<file path="src/rtl/cfgv_pkg.sv">
package cfgv_pkg;
  localparam int CFG_W   = 16;
  localparam int TGT_W   = 4;
  localparam int TGT_LSB = 12;
  localparam int VAL_W   = 8;

  localparam logic [TGT_W-1:0] TGT_RX = 4'd4;
  localparam logic [TGT_W-1:0] TGT_TX = 4'd5;

  typedef logic [CFG_W-1:0] cfg_word_t;

  function automatic cfg_word_t maj3(cfg_word_t a, cfg_word_t b, cfg_word_t c);
    return (a & b) | (a & c) | (b & c);
  endfunction
endpackage

</file>
<file path="src/rtl/cfgv_vote.sv">
module cfgv_vote
  import cfgv_pkg::*;
(
  input  cfg_word_t   w_a,
  input  cfg_word_t   w_b,
  input  cfg_word_t   w_c,
  input  logic [2:0]  vld,
  output logic        hit,
  output cfg_word_t   word
);
  always_comb begin
    hit  = (vld[0] & vld[1]) | (vld[0] & vld[2]) | (vld[1] & vld[2]);
    word = maj3(w_a, w_b, w_c);
  end
endmodule

</file>
<file path="src/rtl/cfgv_tport.sv">
module cfgv_tport
  import cfgv_pkg::*;
(
  input  logic      clk,
  input  logic      rst,
  input  logic      mode_tp,
  input  logic      tp_clk,
  input  logic      tp_en,
  input  logic      tp_din,
  input  cfg_word_t active,
  output logic      commit,
  output cfg_word_t word,
  output logic      tp_dout
);
  localparam int CNT_W = $clog2(CFG_W + 2);
  localparam logic [CNT_W-1:0] CNT_FULL = CNT_W'(CFG_W);
  localparam logic [CNT_W-1:0] CNT_OVER = CNT_W'(CFG_W + 1);

  logic             clk_q, en_q;
  logic [CNT_W-1:0] cnt;
  cfg_word_t        sr, rb;
  logic             rise;

  assign rise    = tp_clk & ~clk_q;
  assign commit  = en_q & ~tp_en & mode_tp & (cnt == CNT_FULL);
  assign word    = sr;
  assign tp_dout = rb[CFG_W-1];

  always_ff @(posedge clk) begin
    if (rst) begin
      clk_q <= 1'b0;
      en_q  <= 1'b0;
      cnt   <= '0;
      sr    <= '0;
      rb    <= '0;
    end else begin
      clk_q <= tp_clk;
      en_q  <= tp_en;
      if (tp_en) begin
        if (rise) begin
          sr <= {sr[CFG_W-2:0], tp_din};
          rb <= {rb[CFG_W-2:0], 1'b0};
          if (cnt != CNT_OVER) cnt <= cnt + 1'b1;
        end
      end else begin
        cnt <= '0;
        rb  <= active;
      end
    end
  end
endmodule

</file>
<file path="src/rtl/cfgv_decode.sv">
module cfgv_decode
  import cfgv_pkg::*;
#(
  parameter int NUM_CH   = 4,
  parameter int CODE_W   = 8,
  parameter int STEER_W  = 4,
  parameter int DEF_CODE = 213
) (
  input  logic                     clk,
  input  logic                     rst,
  input  logic                     load,
  input  cfg_word_t                word,
  output logic [NUM_CH*CODE_W-1:0] dac_codes,
  output logic [STEER_W-1:0]       rx_sel,
  output logic [STEER_W-1:0]       tx_sel,
  output cfg_word_t                active
);
  logic [TGT_W-1:0] tgt;
  assign tgt = word[TGT_LSB +: TGT_W];

  always_ff @(posedge clk) begin
    if (rst) begin
      for (int c = 0; c < NUM_CH; c++) dac_codes[c*CODE_W +: CODE_W] <= CODE_W'(DEF_CODE);
      rx_sel <= '0;
      tx_sel <= '0;
      active <= '0;
    end else if (load) begin
      active <= word;
      for (int c = 0; c < NUM_CH; c++)
        if (tgt == TGT_W'(c)) dac_codes[c*CODE_W +: CODE_W] <= word[CODE_W-1:0];
      if (tgt == TGT_RX) rx_sel <= word[STEER_W-1:0];
      if (tgt == TGT_TX) tx_sel <= word[STEER_W-1:0];
    end
  end
endmodule

</file>
<file path="src/rtl/cfg_vote_reg.sv">
module cfg_vote_reg
  import cfgv_pkg::*;
#(
  parameter int NUM_CH   = 4,
  parameter int CODE_W   = 8,
  parameter int STEER_W  = 4,
  parameter int DEF_CODE = 213
) (
  input  logic                     clk,
  input  logic                     rst,
  input  logic                     mode_tp,
  input  logic [CFG_W-1:0]         dec_word_a,
  input  logic [CFG_W-1:0]         dec_word_b,
  input  logic [CFG_W-1:0]         dec_word_c,
  input  logic [2:0]               dec_vld,
  input  logic                     tp_clk,
  input  logic                     tp_en,
  input  logic                     tp_din,
  output logic [NUM_CH*CODE_W-1:0] dac_codes,
  output logic [STEER_W-1:0]       rx_sel,
  output logic [STEER_W-1:0]       tx_sel,
  output logic                     tp_dout
);
  logic      vote_hit, tp_commit, load;
  cfg_word_t vote_word, tp_word, ld_word, active;

  cfgv_vote u_vote (
    .w_a(dec_word_a), .w_b(dec_word_b), .w_c(dec_word_c),
    .vld(dec_vld), .hit(vote_hit), .word(vote_word)
  );

  cfgv_tport u_tport (
    .clk(clk), .rst(rst), .mode_tp(mode_tp), .tp_clk(tp_clk), .tp_en(tp_en),
    .tp_din(tp_din), .active(active), .commit(tp_commit), .word(tp_word),
    .tp_dout(tp_dout)
  );

  assign load    = mode_tp ? tp_commit : vote_hit;
  assign ld_word = mode_tp ? tp_word : vote_word;

  cfgv_decode #(
    .NUM_CH(NUM_CH), .CODE_W(CODE_W), .STEER_W(STEER_W), .DEF_CODE(DEF_CODE)
  ) u_decode (
    .clk(clk), .rst(rst), .load(load), .word(ld_word),
    .dac_codes(dac_codes), .rx_sel(rx_sel), .tx_sel(tx_sel), .active(active)
  );
endmodule

</file>
<file path="config.mk">
export PLATFORM = sky130hd
export DESIGN_NAME = cfg_vote_reg
export DESIGN_NICKNAME = d
export VERILOG_FILES = /design/src/rtl/cfgv_pkg.sv /design/src/rtl/cfgv_vote.sv /design/src/rtl/cfgv_tport.sv /design/src/rtl/cfgv_decode.sv /design/src/rtl/cfg_vote_reg.sv
export SDC_FILE = /design/constraint.sdc
export NUM_CORES = 1
export LEC_CHECK = 0
export ABC_AREA = 0
export BUFFER_PORTS_ARGS = -buffer_cell sky130_fd_sc_hd__buf_2
export CORE_MARGIN = 1
export CORE_UTILIZATION = 53
export DETAILED_ROUTE_END_ITERATION = 8
export PLACE_DENSITY_LB_ADDON = 0.05
export SETUP_SLACK_MARGIN = 0.3
export SLEW_MARGIN = 20
export SYNTH_ARGS = -nofsm -noshare
export SYNTH_HDL_FRONTEND = slang
export SYNTH_SLANG_ARGS = --single-unit
</file>
<file path="constraint.sdc">
create_clock -name clk -period 2.75 [get_ports clk]
set_input_delay 0.55 -clock clk [delete_from_list [all_inputs] [get_ports clk]]
set_output_delay 0.55 -clock clk [all_outputs]
set_load 0.005 [all_outputs]
</file>
==> results by group <==
Run status
  • Status: finished clean

GRT
  • First-pass GRT wire length: roughly 15 mm
  • Maximum number of pins on one net before global-route repair: 53
  • Vias in the first global route: about 3k
  • Initial antenna violation count: 0
  • GRT overflow: 0
  • Total GRT Usage: 0.243

Clock network
  • H-tree depth: 3
  • CTS tree: built
  • Clock root cell: clkbuf_8
  • Clock latency on the worst-skew pair: about 0.35 ns
  • Post-CTS Setup Inserts: 0
  • Clock Path Buffers: 2
  • CTS resizes: 0
  • Clk sinks: between 90 and 100
  • Post-CTS Hold Fix Bufs: 0
  • Num CTS Buffers: 9
  • Clock slew at reported path FFs: roughly 0.09 ns

Power
  • Reg power frac: 0.523
  • Pwr/cell area: approximately 570 mW/mm2
  • Cell leakage power: roughly 2 nW
  • Clock Power Share: 0.367
  • Max VDD drop: 0.322 mV
  • Combinational power share: 0.110
  • Psw: between 600 and 700 uW
  • Int Power: just over 2 mW
  • Net Sw Frac: 0.245

Yosys
  • Synth area leaders: dfxtp_1, mux2i_1, nand2_1, a21oi_1, nor2_1
  • Mapped cell area: around 0.0040 mm2
  • Post-synth top area share: 0.474
  • Mean area per synthesized cell: around 8.7 um2
  • Distinct cells, synth: 31
  • Mapped Cells: approximately 460
  • Post-Syn Nets: around 520
  • Synth area leader: dfxtp_1
  • Register area share after synthesis: 0.474
  • Yosys reg bits: 95
  • Synth warn: 0

Placement
  • DP Wirelength: a little under 7 mm
  • Port buffer count: 97
  • Placed cell areas: approximately 0.0046 mm2
  • GPL Wtd Cong: ~0.8
  • DP Worst Slack: 0.344 ns

Floorplan
  • # rows: 31
  • Ports: just under 100
  • Die Y: just under 90 um
  • Core Area: between 0.007 and 0.008 mm2
  • Die W: 89.0 um
  • Initial core utilization: 0.550
  • DIE AREA: about 0.008 mm2

Min path
  • Type of the worst min-delay path: input pin to flop

Layout
  • Final Cell Area: between 0.004 and 0.005 mm2
  • Commonest non-fill, non-tap cell in the layout: buf_2
  • Commonest cells after routing, fill and taps aside: buf_2, dfxtp_1, nand2_1
  • Area Growth Syn to Fin: 20.2%
  • Layout cells sized above 1: 0.242
  • Layout Nets: between 600 and 700
  • N_diodes: 0
  • Filler cell count: roughly 670

STA
  • RSZ-0062 raised after global routing: no
  • Final worst setup slack: 0.594 ns
  • Hold WS: between 0.4 and 0.5 ns
  • Worst slew margin: 0.498
  • Fmax: about 460 MHz
  • Endpoints failing hold: 0
  • Final setup viols: 0
  • Setup_tns: 0 ns
  • Post-route minimum period: 2.16 ns
  • Fin crit share: 0.784
  • Setup Skew: approximately 0.011 ns
  • Slew Limit Fails: 0
  • Worst slew pin tran: about 0.75 ns

Setup path
  • Critical path required time: slightly above 3 ns
  • Flop2flop setup slack: 0.59 ns
  • Crit path capture type: flop
  • Critical path's top delay family: simple AND/OR/NAND/NOR gates
  • Worst-path cell chain: inv_1 -> ha_1 -> and4b_1 -> a22oi_4 -> nor4_4 -> and2_1 -> mux2i_1
  • CP Max Fanout: 10
  • Setup crit start kind: flop
  • Worst path arrival time: 2.44 ns
  • Critical path's slowest cell: nor4_4
  • Worst path max stage delay: ~0.59 ns
  • Buf+Inv Stages, Crit Path: 1
  • CP Class: flop to flop

Route
  • Detail Route Antenna Nets: 0
  • Drt pass-1 iters: 4
  • DRC viols: 0
  • Via count: ~3.5k
  • Final wirelength: roughly 9.3 mm
  • Drt first-iter violations: 189
  • Average routed wire per standard cell: ~14 um
  • Via/cell ratio: approximately 5.4

Flow run
  • Max Cap Viol: 0
## cells in the mapped netlist
master and number:
a211oi_1 12, dfxtp_1 95, nor3b_2 1, buf_2 5
nand2_1 79, xor2_1 3, buf_1 1, a22oi_4 1
o31a_1 3, nor2b_1 8, nand2_2 3, clkbuf_1 24
nand2b_1 7, nor3_2 1, ha_1 3, or2_2 2
o31ai_1 3, and2_1 5, a21oi_1 57, nand4_1 2
nor3_1 1, a311oi_1 19, nor2_1 72, nor4_4 2
xnor2_1 1, o31ai_2 1, and4b_1 1, mux2i_1 33
maj3_1 13, inv_1 4, nand3_1 1
## cell type report
| type | count | area [um2] | area share |
|---|---|---|---|
| Clock buffer | 10 | 138 | 0.0285 |
| Clock inverter | 5 | 81.3 | 0.0169 |
| Inverter | 4 | 15.0 | 0.00311 |
| Multi-Input combinational cell | 334 | 1980 | 0.410 |
| Sequential cell | 95 | 1900 | 0.394 |
| Tap cell | 99 | 124 | 0.0257 |
| Timing Repair Buffer | 109 | 588 | 0.122 |
## worst paths after layout
kind / from / end / cells after the start
worst min register to register: u_tport.word[15]$_SDFFE_PP0P_ / u_tport.word[15]$_SDFFE_PP0P_ / 2
worst max-delay path: u_tport.cnt[0]$_SDFFE_PP0P_ / u_decode.dac_codes[30]$_SDFFE_PP1P_ / 7
worst min-delay path: tp_din / u_tport.word[0]$_SDFFE_PP0P_ / 3
worst max register to register: u_tport.cnt[0]$_SDFFE_PP0P_ / u_decode.dac_codes[30]$_SDFFE_PP1P_ / 7
## worst min-delay path, cell delays in order
cell	delay, ns
buf_2	0.10
nand2_1	0.05
a21oi_1	0.05
## flip-flops by register name, summed over array words and instances, names as in the netlist
name                flops
u_tport.en_q            1
u_decode.active        16
u_tport.clk_q           1
u_tport.rb             16
u_decode.rx_sel         4
u_tport.cnt             5
u_tport.word           16
u_decode.tx_sel         4
u_decode.dac_codes     32
## power by group through the flow
| stage | clock network [mW] | registers (mW) | logic, mW |
|---|---|---|---|
| finish | 1.01 | 1.44 | 0.301 |
| global route | 1.08 | 1.44 | 0.334 |
| CTS | 1.02 | 1.44 | 0.303 |
| detailed placement | 0 | 1.47 | 0.302 |
| global placement | 0 | 1.47 | 0.296 |
| floorplan | 0 | 1.46 | 0.184 |
## layer usage
metal,up-vias,share of wire,GRT usage
li1,1778,-,-
met1,1619,0.47,0.339
met2,102,0.46,0.376
met3,12,0.054,0.0462
met4,0,0.014,0.0880
met5,-,0,0
## kinds of logic after synthesis
kind of cell,after synthesis,synth area share
AND/OR/NAND/NOR,185,0.204
flip-flops,95,0.474
AO/OA/AOI/OAI,96,0.156
XOR/XNOR,4,0.00873
adder cells (fa/ha/maj),16,0.0418
buffers and inverters,34,0.0334
multiplexers,33,0.0823
## through the flow
stage                     power, mW  cells   util
after detailed placement       1.77    641  0.632
after CTS                      2.76    656  0.662
after floorplan                1.65    463      -
after global routing           2.86    656  0.662
after global placement         1.76    641  0.632
final                          2.74    656  0.662
No activity file was read; power rests on OpenSTA's default activity.
